--- config.mk ---
export PLATFORM = sky130hd
export DESIGN_NAME = bchx_syndrome_expand
export DESIGN_NICKNAME = d
export VERILOG_FILES = /design/src/rtl/bchx_pkg.sv /design/src/rtl/bchx_ctrl.sv /design/src/rtl/bchx_odd_eval.sv /design/src/rtl/bchx_syn_store.sv /design/src/rtl/bchx_syndrome_expand.sv
export SDC_FILE = /design/constraint.sdc
export NUM_CORES = 1
export LEC_CHECK = 0
export CORE_UTILIZATION = 40
export DETAILED_ROUTE_END_ITERATION = 12
export GPL_ROUTABILITY_DRIVEN = 1
export PLACE_DENSITY_LB_ADDON = 0.3
export SYNTH_ARGS = -nofsm -noshare
export SYNTH_HDL_FRONTEND = slang
export SYNTH_HIERARCHICAL = 1
export SYNTH_SLANG_ARGS = --single-unit
--- constraint.sdc ---
create_clock -name clk -period 9.6 [get_ports clk]
set_input_delay 2.88 -clock clk [delete_from_list [all_inputs] [get_ports clk]]
set_output_delay 2.88 -clock clk [all_outputs]
set_load 0.01 [all_outputs]
--- src/rtl/bchx_pkg.sv ---
package bchx_pkg;
  localparam int FW = 14;
  localparam int BW = 4;

  typedef logic [FW-1:0] gf_t;
  typedef enum logic [1:0] {PH_IDLE, PH_ODD, PH_EVEN, PH_FIN} phase_e;

  // multiply by alpha with reduction in the selected field
  function automatic gf_t gf_xtime(gf_t x, logic wide);
    logic [FW:0] t;
    t = {x, 1'b0};
    if (wide) begin
      if (t[14]) t = t ^ 15'h4443;
    end else begin
      if (t[13]) t = t ^ 15'h201B;
    end
    return t[FW-1:0];
  endfunction

  // shift-and-add field multiply
  function automatic gf_t gf_mul(gf_t a, gf_t b, logic wide);
    gf_t r;
    r = '0;
    for (int k = FW-1; k >= 0; k--) begin
      r = gf_xtime(r, wide);
      if (b[k]) r = r ^ a;
    end
    return r;
  endfunction

  function automatic logic [5:0] t_of_index(logic [2:0] idx);
    case (idx)
      3'd0:    return 6'd2;
      3'd1:    return 6'd4;
      3'd2:    return 6'd8;
      3'd3:    return 6'd12;
      3'd4:    return 6'd24;
      default: return 6'd32;
    endcase
  endfunction

  function automatic logic [BW-1:0] last_bit(logic wide);
    return wide ? BW'(13) : BW'(12);
  endfunction
endpackage

--- src/rtl/bchx_ctrl.sv ---
module bchx_ctrl
  import bchx_pkg::*;
#(
  parameter int MAX_T = 8,
  localparam int IW = $clog2(2*MAX_T+1)
) (
  input  logic          clk,
  input  logic          rst_n,
  input  logic          start,
  input  logic          wide_in,
  input  logic [2:0]    str_idx,
  output logic          accept,
  output logic          busy,
  output logic          wide_q,
  output logic          odd_step,
  output logic          syn_end,
  output logic          even_step,
  output logic          done,
  output logic [BW-1:0] bit_idx,
  output logic [IW-1:0] odd_i,
  output logic [IW-1:0] even_k
);
  phase_e        ph_q;
  logic [IW-1:0] t_q;
  logic [5:0]    t_req;
  logic [IW-1:0] t_sel;
  logic          bit_last;

  always_comb begin
    t_req = t_of_index(str_idx);
    t_sel = (int'(t_req) > MAX_T) ? IW'(MAX_T) : IW'(t_req);
  end

  assign bit_last  = (bit_idx == last_bit(wide_q));
  assign accept    = (ph_q == PH_IDLE) && start;
  assign busy      = (ph_q != PH_IDLE);
  assign odd_step  = (ph_q == PH_ODD);
  assign syn_end   = odd_step && bit_last;
  assign even_step = (ph_q == PH_EVEN);
  assign done      = (ph_q == PH_FIN);

  always_ff @(posedge clk or negedge rst_n) begin
    if (!rst_n) begin
      ph_q    <= PH_IDLE;
      t_q     <= IW'(2);
      wide_q  <= 1'b0;
      bit_idx <= '0;
      odd_i   <= '0;
      even_k  <= '0;
    end else begin
      case (ph_q)
        PH_IDLE: if (start) begin
          t_q     <= t_sel;
          wide_q  <= wide_in;
          bit_idx <= '0;
          odd_i   <= '0;
          even_k  <= IW'(1);
          ph_q    <= PH_ODD;
        end
        PH_ODD: begin
          if (bit_last) begin
            bit_idx <= '0;
            if (odd_i == t_q - 1'b1) ph_q <= PH_EVEN;
            else                     odd_i <= odd_i + 1'b1;
          end else begin
            bit_idx <= bit_idx + 1'b1;
          end
        end
        PH_EVEN: begin
          if (even_k == t_q) ph_q <= PH_FIN;
          else               even_k <= even_k + 1'b1;
        end
        default: ph_q <= PH_IDLE;
      endcase
    end
  end


  done_pulse_chk: assert property (@(posedge clk) disable iff (!rst_n) done |=> !done);

  accept_to_odd_chk: assert property (@(posedge clk) disable iff (!rst_n) accept |=> odd_step);

  phase_excl_chk: assert property (@(posedge clk) disable iff (!rst_n) $onehot0({odd_step, even_step, done}));

  bit_range_chk: assert property (@(posedge clk) disable iff (!rst_n) odd_step |-> (bit_idx <= BW'(13)));

  t_range_chk: assert property (@(posedge clk) disable iff (!rst_n) busy |-> (int'(t_q) >= 2 && int'(t_q) <= MAX_T));
endmodule

--- src/rtl/bchx_odd_eval.sv ---
module bchx_odd_eval
  import bchx_pkg::*;
(
  input  logic clk,
  input  logic rst_n,
  input  logic init,
  input  logic wide,
  input  logic step,
  input  logic syn_end,
  input  logic part_bit,
  output gf_t  odd_val
);
  gf_t pw_q;    // alpha^(n*j)
  gf_t acc_q;   // running XOR
  gf_t gen_q;   // alpha^n for current odd n
  gf_t acc_nx;

  always_comb acc_nx = acc_q ^ (part_bit ? pw_q : '0);
  assign odd_val = acc_nx;

  always_ff @(posedge clk or negedge rst_n) begin
    if (!rst_n) begin
      pw_q  <= gf_t'(1);
      acc_q <= '0;
      gen_q <= gf_t'(2);
    end else if (init) begin
      pw_q  <= gf_t'(1);
      acc_q <= '0;
      gen_q <= gf_t'(2);
    end else if (step) begin
      if (syn_end) begin
        pw_q  <= gf_t'(1);
        acc_q <= '0;
        gen_q <= gf_xtime(gf_xtime(gen_q, wide), wide);
      end else begin
        acc_q <= acc_nx;
        pw_q  <= gf_mul(pw_q, gen_q, wide);
      end
    end
  end


  pow_nonzero_chk: assert property (@(posedge clk) disable iff (!rst_n) step |=> (pw_q != '0 && gen_q != '0));
endmodule

--- src/rtl/bchx_syn_store.sv ---
module bchx_syn_store
  import bchx_pkg::*;
#(
  parameter int MAX_T = 8,
  localparam int NS = 2*MAX_T,
  localparam int IW = $clog2(2*MAX_T+1)
) (
  input  logic           clk,
  input  logic           rst_n,
  input  logic           clear,
  input  logic           wr_en,
  input  logic [IW-1:0]  wr_idx,
  input  gf_t            wr_data,
  input  logic [IW-1:0]  rd_idx,
  output gf_t            rd_data,
  output logic [NS*FW-1:0] bus
);
  gf_t mem [NS];

  always_ff @(posedge clk or negedge rst_n) begin
    if (!rst_n) begin
      for (int g = 0; g < NS; g++) mem[g] <= '0;
    end else if (clear) begin
      for (int g = 0; g < NS; g++) mem[g] <= '0;
    end else if (wr_en) begin
      mem[wr_idx - 1'b1] <= wr_data;
    end
  end

  assign rd_data = mem[rd_idx - 1'b1];

  for (genvar g = 0; g < NS; g++) begin : g_flat
    assign bus[g*FW +: FW] = mem[g];
  end
endmodule

--- src/rtl/bchx_syndrome_expand.sv ---
module bchx_syndrome_expand
  import bchx_pkg::*;
#(
  parameter int MAX_T = 8,
  localparam int NW = (MAX_T + 1) / 2,
  localparam int NS = 2*MAX_T,
  localparam int IW = $clog2(2*MAX_T+1)
) (
  input  logic             clk,
  input  logic             rst_n,
  input  logic             start,
  input  logic             wide_sel,
  input  logic [2:0]       str_idx,
  input  logic [NW*32-1:0] rem_words,
  output logic [NS*FW-1:0] syn_bus,
  output logic             done
);
  logic          accept, busy, wide_q, odd_step, syn_end, even_step;
  logic [BW-1:0] bit_idx;
  logic [IW-1:0] odd_i, even_k;
  logic [NW*32-1:0] words_q;
  logic [15:0]   part_half;
  logic          part_bit;
  gf_t           odd_val, src_val, sq_val, wr_data;
  logic          wr_en;
  logic [IW-1:0] wr_idx;

  bchx_ctrl #(.MAX_T(MAX_T)) u_ctrl (
    .clk(clk), .rst_n(rst_n), .start(start), .wide_in(wide_sel), .str_idx(str_idx),
    .accept(accept), .busy(busy), .wide_q(wide_q), .odd_step(odd_step),
    .syn_end(syn_end), .even_step(even_step), .done(done),
    .bit_idx(bit_idx), .odd_i(odd_i), .even_k(even_k)
  );

  always_ff @(posedge clk or negedge rst_n) begin
    if (!rst_n)      words_q <= '0;
    else if (accept) words_q <= rem_words;
  end

  // half i of the packed words feeds odd syndrome 2i+1
  assign part_half = words_q[odd_i*16 +: 16];
  assign part_bit  = part_half[bit_idx];

  bchx_odd_eval u_odd (
    .clk(clk), .rst_n(rst_n), .init(accept), .wide(wide_q), .step(odd_step),
    .syn_end(syn_end), .part_bit(part_bit), .odd_val(odd_val)
  );

  assign sq_val  = gf_mul(src_val, src_val, wide_q);
  assign wr_en   = syn_end | even_step;
  assign wr_idx  = even_step ? IW'({even_k, 1'b0}) : IW'({odd_i, 1'b1});
  assign wr_data = even_step ? sq_val : odd_val;

  bchx_syn_store #(.MAX_T(MAX_T)) u_store (
    .clk(clk), .rst_n(rst_n), .clear(accept), .wr_en(wr_en), .wr_idx(wr_idx),
    .wr_data(wr_data), .rd_idx(even_k), .rd_data(src_val), .bus(syn_bus)
  );


  even_zero_chk: assert property (@(posedge clk) disable iff (!rst_n)
    even_step |-> ((sq_val == '0) == (src_val == '0)));

  narrow_field_chk: assert property (@(posedge clk) disable iff (!rst_n)
    (wr_en && !wide_q) |-> !wr_data[FW-1]);

  idle_hold_chk: assert property (@(posedge clk) disable iff (!rst_n)
    (!busy && !accept) |=> $stable(syn_bus));
endmodule

# ---- Yosys cells after proc, flatten, opt, wreduce, memory -nomap -nowiden
# Cells that the tools add are included.
dict set report totals {
  latchBits 0
  mem_bits_ro 0
  ram_bits 0
  memories 0
  reg_bits 416
  inputBits 135
}
dict set report op_classes {
  shift 1
  muxes 233
  multipliers 0
  div 0
  n_bitwise 86
  order_cmp 5
  eq_ne 16
  addsub 6
  n_reduce_logical 16
}
# op n
set ops {}
lappend ops {{14-bit two-way mux} 179}
lappend ops {{224-bit two-way mux} 2}
lappend ops {{14-bit bitwise XOR} 27}
lappend ops {{11-bit two-way mux} 28}
lappend ops {{224-bit bitwise mux} 1}
lappend ops {{5-bit NOT} 28}
lappend ops {{128-bit by 10-bit indexed part select with 16-bit output} 1}
lappend ops {{4-bit NOT} 28}
lappend ops {{14-bit binary-select mux with 4-bit select} 1}
lappend ops {{14-bit demux with 4-bit select} 1}
lappend ops {{5-bit two-way mux} 7}
lappend ops {{6-bit case mux with 5 select lines} 1}
lappend ops {{5-bit case mux with 2 select lines} 2}
lappend ops {{5-bit by 1-bit subtractor with 5-bit output (second input constant)} 3}
lappend ops {{6-bit by 5-bit >= comparator with 1-bit output (second input constant)} 2}
lappend ops {{5-bit NOT with 6-bit output} 2}
lappend ops {{5-bit by 1-bit adder with 5-bit output (second input constant)} 2}
lappend ops {{5-bit == test} 2}
lappend ops {{2-bit inequality test (second input constant)} 5}
lappend ops {{2-bit nonzero test} 5}
lappend ops {{2-bit two-way mux} 4}
lappend ops {{4-bit two-way mux} 2}
lappend ops {{4-bit case mux with 2 select lines} 1}
lappend ops {{4-bit AND reduction} 2}
lappend ops {{other kinds (20)} 27}

# ---- Longest topological paths before layout
dict set report depth {
  word_depth 149
  ltp_mapped 23
  mapped_depth_nobuf 14
}

# ---- Cells and area by module
# The synthesis kept the hierarchy.
# mod cells_each seq_area_each_um2 area_per_inst_um2 n_inst
set by_module_without_submodules {}
lappend by_module_without_submodules {bchx_syn_store 1214 5605.4 11818.8 1}
lappend by_module_without_submodules {bchx_syndrome_expand 524 3203.1 7060.5 1}
lappend by_module_without_submodules {bchx_odd_eval 687 1053.5 5501.5 1}
lappend by_module_without_submodules {bchx_ctrl 132 526.8 1275.0 1}

# ---- Worst setup path after synthesis
# OpenSTA, ideal clock, no wires.
dict set report synth_path {
  kind {register to register}
  from {reg u_ctrl.even_k[0]}
  to {reg u_store.mem, in the netlist u_store/bus[101]}
  synth_period_minus_slack_ns 4.832
  arrival_ns 4.754
  path_stages_with_launch 22
  setup_ns 0.078
  required_ns 9.522
  setup_slack_ns 4.768
  n_path_buf 7
  cell_sequence {dfrtp_1 > buf_6 > buf_12 > buf_8 > inv_1 > ha_1 > xor2_4 > buf_12 > mux4_2 > mux2i_1 > buf_2 > xor2_1 > a21oi_1 > a31oi_1 > xnor3_1 > nor2_1 > xor2_1 > mux2_2 > clkbuf_1 > clkbuf_1 > nand3_1 > a21oi_1}
}
dict set report synth_between {
  elab_chain_len 67
}
# item line_no
set synth_rtl {}
lappend synth_rtl {{from (decl)} bchx_ctrl.sv:21} ;# output logic [IW-1:0] even_k
lappend synth_rtl {{from (signal assigned)} bchx_ctrl.sv:71} ;# else even_k <= even_k + 1'b1;
lappend synth_rtl {{5-bit by 1-bit subtractor with 5-bit output *} bchx_syn_store.sv:30} ;# assign rd_data = mem[rd_idx - 1'b1];
lappend synth_rtl {{5-bit NOT with 6-bit output (implied by the code) *} bchx_syn_store.sv:30}
lappend synth_rtl {{14-bit binary-select mux with 4-bit select *} bchx_syn_store.sv:30}
lappend synth_rtl {{14-bit two-way mux (implied by the code) * (2 in a row)} bchx_syn_store.sv:30}
lappend synth_rtl {{named net src_val[12]} bchx_syndrome_expand.sv:24} ;# gf_t odd_val, src_val, sq_val, wr_data;
lappend synth_rtl {{14-bit two-way mux} bchx_pkg.sv:26} ;# if (b[k]) r = r ^ a;
lappend synth_rtl {{5-bit NOT (no line)} n/a}
lappend synth_rtl {{14-bit two-way mux} bchx_pkg.sv:15} ;# if (t[13]) t = t ^ 15'h201B;
lappend synth_rtl {{(+52 left out)} n/a}
lappend synth_rtl {{14-bit two-way mux *} bchx_pkg.sv:12} ;# if (wide) begin
lappend synth_rtl {{14-bit bitwise XOR} bchx_pkg.sv:26}
lappend synth_rtl {{14-bit two-way mux *} bchx_pkg.sv:26}
lappend synth_rtl {{14-bit two-way mux *} bchx_syndrome_expand.sv:52} ;# assign wr_data = even_step ? sq_val : odd_val;
lappend synth_rtl {{named net wr_data[3]} bchx_syndrome_expand.sv:24}
lappend synth_rtl {{224-bit bitwise mux *} bchx_syn_store.sv:26} ;# mem[wr_idx - 1'b1] <= wr_data;
lappend synth_rtl {{224-bit two-way mux *} bchx_syn_store.sv:25} ;# end else if (wr_en) begin
lappend synth_rtl {{224-bit two-way mux *} bchx_syn_store.sv:23} ;# end else if (clear) begin
lappend synth_rtl {{to (signal, indexed assignment)} bchx_syn_store.sv:26}
lappend synth_rtl {{to (decl)} bchx_syn_store.sv:18} ;# gf_t mem [NS];
# The timed path passes the listed nets; every way through them passes the cells marked *. The select of a mux whose other input is x is not followed.
# A chain may end at the register's enable or synchronous reset.

# ---- Worst setup path after layout
dict set report layout_path {
  from {reg u_ctrl.even_k[0]}
  to {reg u_store.mem, in the netlist u_store/bus[56]}
}
# item line_no
set layout_rtl {}
lappend layout_rtl {{5-bit by 1-bit subtractor with 5-bit output *} bchx_syn_store.sv:30}
lappend layout_rtl {{5-bit NOT with 6-bit output (implied by the code) *} bchx_syn_store.sv:30}
lappend layout_rtl {{14-bit binary-select mux with 4-bit select *} bchx_syn_store.sv:30}
lappend layout_rtl {{14-bit two-way mux (implied by the code) * (2 in a row)} bchx_syn_store.sv:30}
lappend layout_rtl {{named net src_val[10]} bchx_syndrome_expand.sv:24}
lappend layout_rtl {{14-bit two-way mux} bchx_pkg.sv:26}
lappend layout_rtl {{14-bit two-way mux} bchx_pkg.sv:15}
lappend layout_rtl {{14-bit two-way mux} bchx_pkg.sv:12}
lappend layout_rtl {{(+50 left out)} n/a}
lappend layout_rtl {{14-bit two-way mux *} bchx_pkg.sv:12}
lappend layout_rtl {{14-bit bitwise XOR} bchx_pkg.sv:26}
lappend layout_rtl {{14-bit two-way mux *} bchx_pkg.sv:26}
lappend layout_rtl {{14-bit two-way mux *} bchx_syndrome_expand.sv:52}
lappend layout_rtl {{named net wr_data[0]} bchx_syndrome_expand.sv:24}
lappend layout_rtl {{224-bit bitwise mux *} bchx_syn_store.sv:26}
lappend layout_rtl {{224-bit two-way mux *} bchx_syn_store.sv:25}
lappend layout_rtl {{224-bit two-way mux *} bchx_syn_store.sv:23}
# Marked as above.

==> results by group <==
Routing
  – Routed Antenna Nets: 0
  – DR DRC count: 0
  – DRT Pass-1 Iters: 6
  – Total wire length: 90.68 mm
  – Via count: 21710
  – DRT iter0 DRCs: 3344
  – WL per Instance: 25.15 µm
  – Via/cell ratio: 6.021

Placement
  – I/O Buffers: 359
  – Post-Place Setup Slack: 3.699 ns
  – RD Place Congestion: 0.9541
  – Post-DP HPWL: 59.02 mm

Global routing
  – GRT Total Usage: 0.2758
  – Vias in the first global route: 21004
  – Met2 usage in global routing: 0.4130
  – Global-route wire length before repair: 135.5 mm
  – GRT Residual Overflow: 0
  – GR Util met1: 0.3902
  – Initial antenna violation count: 11
  – Met3 Use GR: 0.05837
  – Largest net degree at the start of global routing: 240
  – Grt peak-use layer: met2

Power
  – Clock power frac: 0.498
  – Internal Power: 2.869 mW
  – Reg power frac: 0.476
  – PD cells: 118.8 nW/µm²
  – Max IR drop VDD: 0.1344 mV
  – Switching Share: 0.2190
  – Post-route total power: 3.673 mW
  – P_sw: 804.4 µW
  – Part of the power in combinational logic: 0.026
  – Leakage: 11.70 nW

Die
  – Die Wd: 255.3 µm
  – IO Pins: 360
  – Std-Cell Core Area: 63200 µm²
  – Die ar.: 65160 µm²
  – Std-Cell Rows: 92
  – Die height: 255.3 µm
  – Initial core utilization: 0.4060

Min path
  – Hold Crit Depth: 1
  – Hold Path Class: flip-flop to flip-flop

CTS
  – TritonCTS clock tree: built
  – CTS clk-pin slew, worst paths: 0.06 ns
  – Setup bufs post-CTS: 0
  – Clk Tree Root Cell: clkbuf_16
  – CTS hold repair buffers: 0
  – Clk_lat worst skew: 0.58 ns
  – Clock sink count: 415
  – Post_cts resized: 0
  – CTS Buf Count: 46
  – Clock Tree Buf Depth: 3
  – CTS HTree Levels: 2

Cells and area
  – Layout cell share with drive strength beyond 1: 0.1355
  – Commonest non-fill, non-tap cells in the layout: dfrtp_1 (409), clkdlybuf4s50_1 (358), nand2_1 (270)
  – Nets: 2862
  – Commonest non-fill, non-tap cell in the layout: dfrtp_1
  – Area Growth Syn to Fin: 20.46%

Worst setup path
  – Crit Path Max Fanout: 41
  – Worst path slowest cell: dfrtp_4
  – Worst path required time: 10.08 ns
  – Critical Path, Cell by Cell: buf_4, buf_4, mux4_2, mux2i_1, mux2i_1, buf_4, xor2_1, xnor2_1, nand2_1, mux2i_1, a21bo_2, xor2_1, mux2_2, nand3_1, a21oi_1
  – Crit. End Element: flip-flop
  – Critical path class: flip-flop to flip-flop
  – Slowest stage delay, CP: 0.75 ns
  – Crit path launch type: flip-flop
  – WP data arrival: 6.33 ns
  – Worst r2r path cells: 15

STA
  – Clock Skew: 0.01367 ns
  – Fin crit period: 5.852 ns
  – Rel. slew slack: 0.08072
  – Tcrit/Tclk final: 0.6096
  – Final hold violation count: 0
  – Final worst setup slack: 3.748 ns
  – Fmax: 170.9 MHz
  – Final Setup Violations: 0
  – RSZ-0062 raised after global routing: false
  – TNS Setup: 0 ns
  – Max Slew Vio Count: 0
  – Least-Margin Pin Slew: 1.379 ns

Yosys
  – Mapped Area: 25660 µm²
  – Synth warnings: 6
  – Post-synthesis instance total: 2557
  – Number of synthesized flops with an enable pin: 0
  – Syn_nets: 2702
  – Post-synthesis sequential area ratio: 0.4049
  – Synth Flop Type: dfrtp_1
  – Yosys reg bits: 415
  – Cell variety after synth: 79
  – Asr flop ratio synth: 1.000
  – Syn_area_per_cell: 10.03 µm²

Job
  – Maxcap violations: 0

Run status
  – Status: finished clean
[cell families (layout without fill, tap and decap cells)]
family	after synthesis	count (layout)	share of synthesized area
buf+inv	302	498	0.05574
compound gates	584	584	0.1234
mux	331	331	0.1785
fa+ha+maj	10	10	0.004877
xor+xnor	297	297	0.1213
simple gates	618	618	0.1111
other cells	0	7	0
flops	415	415	0.4049
[sequential cells by signal, indices dropped and copies added, names as in the netlist]
name,cells
u_store/bus,224
words_q,128
u_odd/acc_q,14
u_odd/gen_q,14
u_odd/pw_q,14
u_ctrl/even_k,5
u_ctrl/odd_i,5
u_ctrl/bit_idx,4
u_ctrl/t_q,4
u_ctrl/ph_q,2
u_ctrl/wide_q,1
[synthesized netlist by cell type (all sizes together) (7+ instances only)]
library cell	instances	area share
buf	102	0.026
a21oi	253	0.050
o21ai	266	0.052
dfrtp	412	0.40
mux4	82	0.073
mux2	149	0.066
and2	7	0.0018
xor2	76	0.027
nand2	271	0.040
xnor2	187	0.064
nor2	47	0.0069
a22o	24	0.0082
nor2b	14	0.0034
ha	10	0.0049
nand3	232	0.045
inv	15	0.0022
clkbuf	185	0.027
nor3	7	0.0014
mux2i	100	0.040
nand2b	14	0.0034
xnor3	28	0.025
[final timing paths]
kind,startpoint,to,slack [ns]
worst max-delay path,u_ctrl/even_k[0],u_store/bus[56],3.75
worst min-delay path,words_q[72],words_q[72],0.50
worst max register to register,u_ctrl/even_k[0],u_store/bus[56],3.75
worst min register to register,words_q[72],words_q[72],0.50
max in group asynchronous,rst_n,u_store/bus[6],5.59
min in group asynchronous,rst_n,words_q[6],2.39
[final cells by class]
type                       instances  area [µm²]
fill                            5655       32290
multi-input combinational       1840       13900
sequential                       415       10400
timing repair buffer             399        3936
clock buffer                      69        1329
tap                              846        1059
clock inverter                    15       206.4
inverter                          15       63.81
antenna                            7       17.52
[power by group through the flow]
stage               logic [mW]  registers, mW  clock network (mW)
global route             0.103           1.75                1.93
finish                  0.0937           1.75                1.83
CTS                     0.0964           1.75                1.86
global placement        0.0946           1.78                   0
detailed placement      0.0962           1.78                   0
floorplan             0.000588           1.78                   0
[stage by stage]
step / cell area (µm²) / util / instances / hold slack, ns
after global routing: 30900 / 0.4890 / 3605 / 0.5165
after floorplan: 25660 / - / 2557 / 0.4752
final: 30900 / 0.4890 / 3606 / 0.5029
after global placement: 29350 / 0.4645 / 3515 / 0.4859
after CTS: 30890 / 0.4888 / 3599 / 0.5046
after detailed placement: 29350 / 0.4645 / 3515 / 0.4912
[routing by layer]
layer | vias to the layer above | wire (µm) | part of all wire
li1 | 9311 | - | -
met1 | 10854 | 36020 | 0.40
met2 | 1324 | 40960 | 0.45
met3 | 217 | 10020 | 0.11
met4 | 4 | 3653 | 0.040
met5 | - | 28 | 0.00031
[critical path, delay by kind of cell (launching register included)]
family,cells,cell delay [ns]
xor gates and xnor gates,3,0.63
buffers and inverters,3,1.49
and+or+nand+nor,2,0.28
muxes,5,2.00
DFF,1,0.75
AOI/OAI and AO/OA,2,0.48
(Power assumes the default switching activity.)
